<file path="src/rtl/win_dma_pkg.sv">
package win_dma_pkg;

    // data-type code that marks a 4:2:0 chroma plane
    localparam logic [3:0] CODE_CHROMA420 = 4'd5;

    // fixed pixel depth used for 4:2:0 chroma planes
    localparam int unsigned CHROMA420_BITS = 8;

endpackage

</file>
<file path="src/rtl/win_geom.sv">
module win_geom
    import win_dma_pkg::*;
#(
    parameter int unsigned ADDR_W  = 32,
    parameter int unsigned DEPTH_W = 6,
    parameter int unsigned DIM_W   = 12,
    parameter int unsigned TYPE_W  = 4,
    parameter int unsigned MAX_W   = 1920,
    parameter int unsigned MAX_H   = 1080,
    parameter logic [TYPE_W-1:0] C420_CODE = TYPE_W'(CODE_CHROMA420)
) (
    input  logic [ADDR_W-1:0]  base_addr_i,
    input  logic [DEPTH_W-1:0] depth_i,
    input  logic [DIM_W-1:0]   left_i,
    input  logic [DIM_W-1:0]   width_i,
    input  logic [DIM_W-1:0]   height_i,
    input  logic [TYPE_W-1:0]  dtype_i,
    input  logic               outbound_i,
    input  logic               flat_i,
    output logic [ADDR_W-1:0]  first_o,
    output logic [ADDR_W-1:0]  pitch_o,
    output logic [ADDR_W-1:0]  bytes_o,
    output logic [DIM_W-1:0]   lines_o
);
    localparam logic [DIM_W-1:0]   LIM_W = DIM_W'(MAX_W);
    localparam logic [DIM_W-1:0]   LIM_H = DIM_W'(MAX_H);
    localparam logic [DEPTH_W-1:0] DEP420 = DEPTH_W'(CHROMA420_BITS);

    logic [DEPTH_W-1:0] dep;
    logic [DIM_W-1:0]   w_eff;
    logic [DIM_W-1:0]   h_eff;
    logic [ADDR_W-1:0]  row_bits;
    logic [ADDR_W-1:0]  all_bits;

    always_comb begin
        dep   = (dtype_i == C420_CODE) ? DEP420 : depth_i;
        w_eff = width_i;
        h_eff = height_i;
        if (outbound_i) begin
            if (w_eff > LIM_W) w_eff = LIM_W;
            if (h_eff > LIM_H) h_eff = LIM_H;
        end
        if (dtype_i == C420_CODE) h_eff = h_eff >> 1;

        row_bits = ADDR_W'(dep) * ADDR_W'(w_eff);
        all_bits = row_bits * ADDR_W'(h_eff);
        first_o  = base_addr_i + ((ADDR_W'(dep) * ADDR_W'(left_i)) >> 3);
        pitch_o  = row_bits >> 3;

        if (flat_i) begin
            bytes_o = all_bits >> 3;
            lines_o = (h_eff != '0) ? DIM_W'(1) : '0;
        end else begin
            bytes_o = row_bits >> 3;
            lines_o = h_eff;
        end
    end
endmodule

</file>
<file path="src/rtl/win_line_walker.sv">
module win_line_walker #(
    parameter int unsigned ADDR_W = 32,
    parameter int unsigned DIM_W  = 12
) (
    input  logic              clk,
    input  logic              rst_n,
    input  logic              start_i,
    input  logic [ADDR_W-1:0] first_i,
    input  logic [ADDR_W-1:0] pitch_i,
    input  logic [ADDR_W-1:0] bytes_i,
    input  logic [DIM_W-1:0]  lines_i,
    input  logic              skip_even_i,
    input  logic              skip_odd_i,
    input  logic              flat_i,
    input  logic              req_ready_i,
    output logic              req_valid_o,
    output logic [ADDR_W-1:0] req_addr_o,
    output logic [ADDR_W-1:0] req_bytes_o,
    output logic              busy_o,
    output logic              done_o
);
    typedef struct packed {
        logic              busy;
        logic              done;
        logic [ADDR_W-1:0] addr;
        logic [ADDR_W-1:0] pitch;
        logic [ADDR_W-1:0] bytes;
        logic [DIM_W-1:0]  idx;
        logic [DIM_W-1:0]  lines;
        logic              skip_e;
        logic              skip_o;
    } walk_t;

    walk_t walk_d, walk_q;
    logic  skip_now;
    logic  last_line;

    always_comb begin
        walk_d    = walk_q;
        walk_d.done = 1'b0;
        skip_now  = walk_q.idx[0] ? walk_q.skip_o : walk_q.skip_e;
        last_line = (walk_q.idx + DIM_W'(1)) == walk_q.lines;
        req_valid_o = walk_q.busy && !skip_now;

        if (!walk_q.busy) begin
            if (start_i) begin
                if (lines_i == '0) begin
                    walk_d.done = 1'b1;
                end else begin
                    walk_d.busy   = 1'b1;
                    walk_d.addr   = first_i;
                    walk_d.pitch  = pitch_i;
                    walk_d.bytes  = bytes_i;
                    walk_d.idx    = '0;
                    walk_d.lines  = lines_i;
                    walk_d.skip_e = skip_even_i && !flat_i;
                    walk_d.skip_o = skip_odd_i && !flat_i;
                end
            end
        end else if (skip_now || req_ready_i) begin
            if (last_line) begin
                walk_d.busy = 1'b0;
                walk_d.done = 1'b1;
            end else begin
                walk_d.idx  = walk_q.idx + DIM_W'(1);
                walk_d.addr = walk_q.addr + walk_q.pitch;
            end
        end
    end

    always_ff @(posedge clk) begin
        if (!rst_n) walk_q <= '0;
        else        walk_q <= walk_d;
    end

    assign req_addr_o  = walk_q.addr;
    assign req_bytes_o = walk_q.bytes;
    assign busy_o      = walk_q.busy;
    assign done_o      = walk_q.done;

    // a stalled request keeps its contents
    p_hold_stable_r8: assert property (@(posedge clk) disable iff (!rst_n)
        req_valid_o && !req_ready_i |=> req_valid_o && $stable(req_addr_o) && $stable(req_bytes_o));

    // completion pulse only while idle and quiet
    p_done_idle_r9: assert property (@(posedge clk) disable iff (!rst_n)
        done_o |-> !busy_o && !req_valid_o);

    // accepting the final request ends the job next cycle
    p_last_done_r9: assert property (@(posedge clk) disable iff (!rst_n)
        req_valid_o && req_ready_i && last_line |=> !busy_o && done_o);

    // done never lasts two cycles
    p_done_pulse_r9: assert property (@(posedge clk) disable iff (!rst_n)
        done_o |=> !done_o || $past(start_i));
endmodule

</file>
<file path="src/rtl/win_dma_agen.sv">
module win_dma_agen
    import win_dma_pkg::*;
#(
    parameter int unsigned ADDR_W  = 32,
    parameter int unsigned DEPTH_W = 6,
    parameter int unsigned DIM_W   = 12,
    parameter int unsigned TYPE_W  = 4,
    parameter int unsigned MAX_W   = 1920,
    parameter int unsigned MAX_H   = 1080
) (
    input  logic               clk,
    input  logic               rst_n,
    input  logic               start_i,
    input  logic [ADDR_W-1:0]  base_addr_i,
    input  logic [DEPTH_W-1:0] depth_i,
    input  logic [DIM_W-1:0]   left_i,
    input  logic [DIM_W-1:0]   width_i,
    input  logic [DIM_W-1:0]   height_i,
    input  logic [TYPE_W-1:0]  dtype_i,
    input  logic               outbound_i,
    input  logic               skip_even_i,
    input  logic               skip_odd_i,
    input  logic               flat_i,
    output logic               busy_o,
    output logic               req_valid_o,
    input  logic               req_ready_i,
    output logic [ADDR_W-1:0]  req_addr_o,
    output logic [ADDR_W-1:0]  req_bytes_o,
    output logic               done_o
);
    logic [ADDR_W-1:0] first_w;
    logic [ADDR_W-1:0] pitch_w;
    logic [ADDR_W-1:0] bytes_w;
    logic [DIM_W-1:0]  lines_w;

    win_geom #(
        .ADDR_W(ADDR_W), .DEPTH_W(DEPTH_W), .DIM_W(DIM_W), .TYPE_W(TYPE_W),
        .MAX_W(MAX_W), .MAX_H(MAX_H), .C420_CODE(TYPE_W'(CODE_CHROMA420))
    ) i_geom (
        .base_addr_i (base_addr_i),
        .depth_i     (depth_i),
        .left_i      (left_i),
        .width_i     (width_i),
        .height_i    (height_i),
        .dtype_i     (dtype_i),
        .outbound_i  (outbound_i),
        .flat_i      (flat_i),
        .first_o     (first_w),
        .pitch_o     (pitch_w),
        .bytes_o     (bytes_w),
        .lines_o     (lines_w)
    );

    win_line_walker #(.ADDR_W(ADDR_W), .DIM_W(DIM_W)) i_walk (
        .clk         (clk),
        .rst_n       (rst_n),
        .start_i     (start_i),
        .first_i     (first_w),
        .pitch_i     (pitch_w),
        .bytes_i     (bytes_w),
        .lines_i     (lines_w),
        .skip_even_i (skip_even_i),
        .skip_odd_i  (skip_odd_i),
        .flat_i      (flat_i),
        .req_ready_i (req_ready_i),
        .req_valid_o (req_valid_o),
        .req_addr_o  (req_addr_o),
        .req_bytes_o (req_bytes_o),
        .busy_o      (busy_o),
        .done_o      (done_o)
    );

    // outbound jobs never exceed the line limit
    p_line_limit_r11: assert property (@(posedge clk) disable iff (!rst_n)
        outbound_i |-> lines_w <= DIM_W'(MAX_H));

    // a new job begins at the computed first address
    p_first_addr_r3: assert property (@(posedge clk) disable iff (!rst_n)
        $rose(busy_o) |-> req_addr_o == $past(first_w));
endmodule

</file>
<file path="config.mk">
export PLATFORM = sky130hd
export DESIGN_NAME = win_dma_agen
export DESIGN_NICKNAME = d
export VERILOG_FILES = /design/src/rtl/win_dma_pkg.sv /design/src/rtl/win_geom.sv /design/src/rtl/win_line_walker.sv /design/src/rtl/win_dma_agen.sv
export SDC_FILE = /design/constraint.sdc
export NUM_CORES = 1
export LEC_CHECK = 0
export ABC_CLOCK_PERIOD_IN_PS = 22800
export BUFFER_PORTS_ARGS = -buffer_cell sky130_fd_sc_hd__buf_2
export CORE_MARGIN = 1
export CORE_UTILIZATION = 35
export DETAILED_ROUTE_END_ITERATION = 8
export PLACE_DENSITY_LB_ADDON = 0.25
export SETUP_SLACK_MARGIN = 0.15
export SYNTH_ARGS = -nofsm -noshare
export SYNTH_HDL_FRONTEND = slang
export SYNTH_SLANG_ARGS = --single-unit
</file>
<file path="constraint.sdc">
create_clock -name clk -period 22.8 [get_ports clk]
set_input_delay 0 -clock clk [delete_from_list [all_inputs] [get_ports clk]]
set_output_delay 0 -clock clk [all_outputs]
set_load 0.005 [all_outputs]
</file>
==> run_results.csv, run 1 <==
group,metric,value,unit
timing,rsz0062_at_grt,"no",
timing,max_freq,96.3,MHz
synth,synth.area.top_cells,"fa_1, dfxtp_1, ha_1",
timing,setup_viol,0,
synth,yosysUniqueCellTypes,81,
global_route,grt_use_total,21.5,%
worst_setup_path,critPathRequiredTime,23.10,ns
floorplan,io_pins,153,
synth,synth_common_cells,"nand2_1, inv_1, fa_1",
cts,cts_setup_buffers,0,
global_route,grt_pass1_vias,16004,
synth,syn_avg_cell_area,7.95,um2
hold_path,hold_path_class,"in -> reg",
cts,cts_resized,0,
global_route,overflow,0,
detailed_routing,wl_met3,4020,um
timing,tightest_slew,1.36,ns
timing,finalCritPeriodShare,45.5,%
worst_setup_path,crit_top_cell,"fa_1",
placement,place_congestion,0.934,
floorplan,num_rows,82,
synth,synth_ff_type,"dfxtp_1",
floorplan,start_util,35.6,%
detailed_routing,vias,15703,
floorplan,die_area,52200,um2
detailed_routing,maxUsedRoutingLayer,"met5",
timing,slew_headroom,8.79,%
cts,clock-sinks,102,
cts,root_buffer,"clkbuf_16",
worst_setup_path,cpPeakStageDelay,0.80,ns
detailed_routing,wl_per_cell,18.5,um
synth,synth_edf_count,0,
detailed_routing,drt_iter0_markers,1157,
synth,yosysWarnings,0,
timing,finalCriticalPeriod,10.38,ns
detailed_routing,drt-total-wl,55200,um
worst_setup_path,crit_path_end_kind,"flop",
cts,path_clk_slew,0.09,ns
timing,finClkSkew,0.0212,ns
timing,hold_viol_final,0,
global_route,antenna_found_initial,4,
cts,htree_num_levels,3,
synth,async_flop_share,0,%
global_route,grt_pass1_wl,88500,um
cts,cts_hold_buffers,5,
worst_setup_path,crit_path_max_fanout,11,
synth,ys_seq_elements,102,
detailed_routing,wl_met1,25000,um
synth,syn_inst,2258,
cts,cts_inserted_buffers,9,
detailed_routing,drt-pass1-iter-count,5,
floorplan,core,50400,um2
final_layout,drive_gt1_share,9.07,%
detailed_routing,detail-route-antenna-nets,0,
detailed_routing,vias_per_cell,5.27,
placement,io_buffers,147,
synth,netlist.top_cell.by_area,"fa_1",
floorplan,die_h,228,um
worst_setup_path,start_kind,"input port",
flow_run,cap_violations,0,
worst_setup_path,worstSetupPathType,"in -> reg",
floorplan,die_x,228,um
worst_setup_path,slowest_stage,"nor4bb_4",
timing,drv_slew,0,
detailed_routing,drc,0,
worst_setup_path,arrival,10.68,ns
detailed_routing,dr_wl_met2,25100,um
synth,seq_area_frac_synth,11.4,%
final_layout,final_nets,2777,
synth,yosysMostFrequentCell,"nand2_1",
global_route,grt_max_degree,50,
placement,hpwl,43900,um
cts,tritoncts,"yes",
final_layout,area_growth,7.26,%
cts,clkLatencyLatePin,0.40,ns
synth,netlist_area,17900,um2
outcome,status,"completed",
timing,setup_tns,0,ns
cts,cts_max_path_buffers,2,
synth,synth_top_cell_area_share,27.2,%
registers in the layout (all words and copies together) (netlist names):
| register | count |
|---|---|
| i_walk.req_bytes_o | 27 |
| i_walk.req_addr_o | 32 |
| i_walk.done_o | 1 |
| i_walk.busy_o | 1 |
| i_walk.walk_q | 41 |
worst paths after layout:
kind,from,end,slack [ns],depth (start not counted)
worst max register to register,i_walk.walk_q[14],i_walk.req_addr_o[30],19.07,11
worst min register to register,i_walk.walk_q[0],i_walk.walk_q[0],0.45,2
worst max-delay path,dtype_i[3],i_walk.req_bytes_o[20],12.42,35
worst min-delay path,base_addr_i[21],i_walk.req_addr_o[21],0.04,3
final cells by class:
cell class | instances | area, um2
diodes | 2 | 5.00
clock buffers | 9 | 225
clock inverters | 7 | 90.1
fillers | 5239 | 31100
inverters | 298 | 1120
multi-input cells | 1719 | 14000
flip-flops and latches | 102 | 2040
well taps | 672 | 841
repair buffers | 170 | 921
through the flow:
step           setup WS, ns  hold slack (ns)  std cells  utilization (%)  instance area [um2]
2_1_floorplan         13.42            0.165       2262                -                18000
3_3_place_gp          12.30            0.279       2956             37.5                18900
3_5_place_dp          12.06            0.291       2956             37.5                18900
4_1_cts               12.45           0.0340       2977             38.2                19200
5_1_grt               11.79           0.0660       2979             38.2                19300
6_report              12.42           0.0411       2979             38.2                19300
cell usage in the layout (no fill, tap or decap), drive strengths merged, types with 6 or more instances in the layout:
master	n
mux2i	9
o22ai	6
nand2	333
a21oi	133
or2	8
a21o	21
a211oi	15
dfxtp	102
clkbuf	9
fa	244
and2	66
o221ai	6
ha	147
nor2b	19
buf	165
a22oi	14
nor4	9
nand3	46
nand2b	20
o31ai	8
xnor2	58
inv	301
nand4	12
a21boi	6
and3	32
nor3	22
o31a	6
o21a	19
a31oi	14
o211ai	12
o21ai	96
nor2	214
xor2	43
worst max-delay path, delay by kind of cell:
| kind | cells | cell delay (ns) |
|---|---|---|
| fa+ha+maj | 10 | 4.74 |
| buf+inv | 5 | 0.32 |
| simple gates | 7 | 2.07 |
| xor+xnor | 1 | 0.40 |
| compound gates | 12 | 3.14 |
kinds of logic (layout without fill, tap and decap cells):
group           Yosys count  in the layout  share of synthesized area (%)
simple gates            808            808                           20.4
buf+inv                 441            484                           10.8
compound gates          404            404                           14.4
fa+ha+maj               391            391                           37.5
flops                   102            102                           11.4
xor+xnor                101            101                           4.93
mux                      10             10                          0.565
other cells               1              7                         0.0209
per-layer routing:
metal / global-route usage, % / vias to the layer above
li1: - / 7379
met1: 29.1 / 7696
met2: 35.0 / 558
met3: 3.87 / 68
met4: 5.41 / 2
met5: 0 / -
Power of run 1 is left out: the tool's default activity adds up to more than one toggle a clock period on the data nets, which glitch-free logic cannot reach.
==> run 2, diff against run 1 <==
- ABC_CLOCK_PERIOD_IN_PS: 22800 -> 10650
- clock period: 22.8 -> 10.65 ns (I/O delays scaled with it)
==> run_results.csv, run 2 (synthesis results as in run 1) <==
group,metric,value,unit
global_route,antenna_found_initial,0,
detailed_routing,wl_per_cell,18.5,um
flow_run,cap_violations,0,
worst_setup_path,crit_path_end_kind,"flop",
detailed_routing,drt_iter0_markers,999,
worst_setup_path,crit_top_cell,"fa_1",
detailed_routing,vias,15639,
worst_setup_path,worstSetupPathType,"in -> reg",
detailed_routing,drt-total-wl,55300,um
worst_setup_path,cpPeakStageDelay,0.67,ns
final_layout,largest_reg_flops,41,
cts,root_buffer,"clkbuf_16",
floorplan,die_h,228,um
timing,finalCritPeriodShare,91.6,%
cts,htree_num_levels,3,
final_layout,final_cell_mix,"nand2_1, inv_1, fa_1",
floorplan,die_area,52200,um2
hold_path,min_from,"base_addr_i[21]",
cts,cts_setup_buffers,0,
timing,setup_tns,0,ns
cts,cts_inserted_buffers,9,
timing,rsz0062_at_grt,"no",
timing,drv_slew,0,
placement,io_buffers,147,
final_layout,max_flop_register,"i_walk.walk_q",
detailed_routing,drc,0,
cts,tritoncts,"yes",
global_route,grt_use_total,21.5,%
placement,place_area,19000,um2
worst_setup_path,r2r_slack,6.71,ns
cts,path_clk_slew,0.08,ns
cts,cts_max_path_buffers,2,
final_layout,fillers,5188,
final_layout,final_common_cell,"nand2_1",
final_layout,seqCellArea,2040,um2
timing,finClkSkew,0.0205,ns
placement,hpwl,44400,um
floorplan,num_rows,82,
timing,setup_viol,0,
cts,clock-sinks,102,
detailed_routing,detail-route-antenna-nets,0,
final_layout,multi_input_area,14000,um2
timing,tightest_slew,1.30,ns
floorplan,die_x,228,um
worst_setup_path,critPathRequiredTime,10.89,ns
placement,place_congestion,0.931,
floorplan,start_util,35.6,%
hold_path,hold_path_class,"in -> reg",
global_route,overflow,0,
floorplan,core,50400,um2
timing,finalCriticalPeriod,9.75,ns
timing,hold_viol_final,0,
floorplan,io_pins,153,
worst_setup_path,start_kind,"input port",
detailed_routing,drt-pass1-iter-count,5,
worst_setup_path,crit_path_max_fanout,14,
outcome,status,"completed",
worst_setup_path,slowest_stage,"xnor2_1",
global_route,grt_pass1_vias,15910,
cts,clkLatencyLatePin,0.39,ns
global_route,grt_pass1_wl,88100,um
final_layout,area_growth,7.95,%
timing,slew_headroom,13.1,%
timing,max_freq,103,MHz
global_route,grt_max_degree,69,
worst_setup_path,rr_startpoint,"i_walk.walk_q[14]",
worst_setup_path,critPathLaunch,"width_i[0]",
final_layout,design_area,19400,um2
detailed_routing,vias_per_cell,5.23,
final_layout,final_nets,2789,
worst_setup_path,arrival,10.00,ns
final_layout,drive_gt1_share,9.62,%
## run 2: cell types whose count changed in the layout (fill, tap and decap cells not counted), sizes merged
cell    before  now
buf        165  177
bufinv       0    2
clkinv       3    1
diode        2    1
## run 2: worst max-delay path: cells and delay by family
family	cells	cell delay, ns
AO/OA/AOI/OAI	8	1.77
XOR/XNOR	2	0.96
adder cells (fa/ha/maj)	10	4.89
buffers and inverters	7	0.67
AND/OR/NAND/NOR	10	1.70
## run 2: path summary, 6_finish.rpt
check	cells past startpoint	end
hold reg to reg	2	i_walk.req_bytes_o[22]
setup / recovery	37	i_walk.req_bytes_o[16]
setup reg to reg	12	i_walk.req_addr_o[27]
hold / removal	3	i_walk.req_addr_o[21]
## run 2: cell type report
cell class | count | share of cell area, %
Clock inverter | 7 | 0.594
Multi-Input combinational cell | 1719 | 72.4
Antenna cell | 1 | 0.0129
Timing Repair Buffer | 182 | 5.22
Inverter | 298 | 5.77
Tap cell | 672 | 4.34
Sequential cell | 102 | 10.5
Clock buffer | 9 | 1.16
## run 2: per-layer routing
metal  up-vias  global-route usage, %  wire (um)
met5         -                      0          0
met4         0                   5.26       1150
met3        68                   4.30       3830
met2       498                   35.2      25000
met1      7660                   28.9      25200
li1       7413                      -          -
## run 2: what timing repair did
action                                  in CTS  in global routing
hold buffers                                 5                  0
endpoints found under the hold margin        5                  0
resized for setup                            0                  1
endpoints found under the setup margin       0                  4
## run 2: metrics by stage
step	utilization [%]	setup WS [ns]	hold WS (ns)	std cells
final	38.5	0.896	0.0478	2990
after global routing	38.5	0.164	0.0655	2989
after CTS	38.4	0.791	0.0358	2989
after detailed placement	37.7	0.413	0.293	2968
after global placement	37.7	0.552	0.284	2968
after floorplan	-	1.27	0.165	2262
Power of run 2 is left out for the same reason.
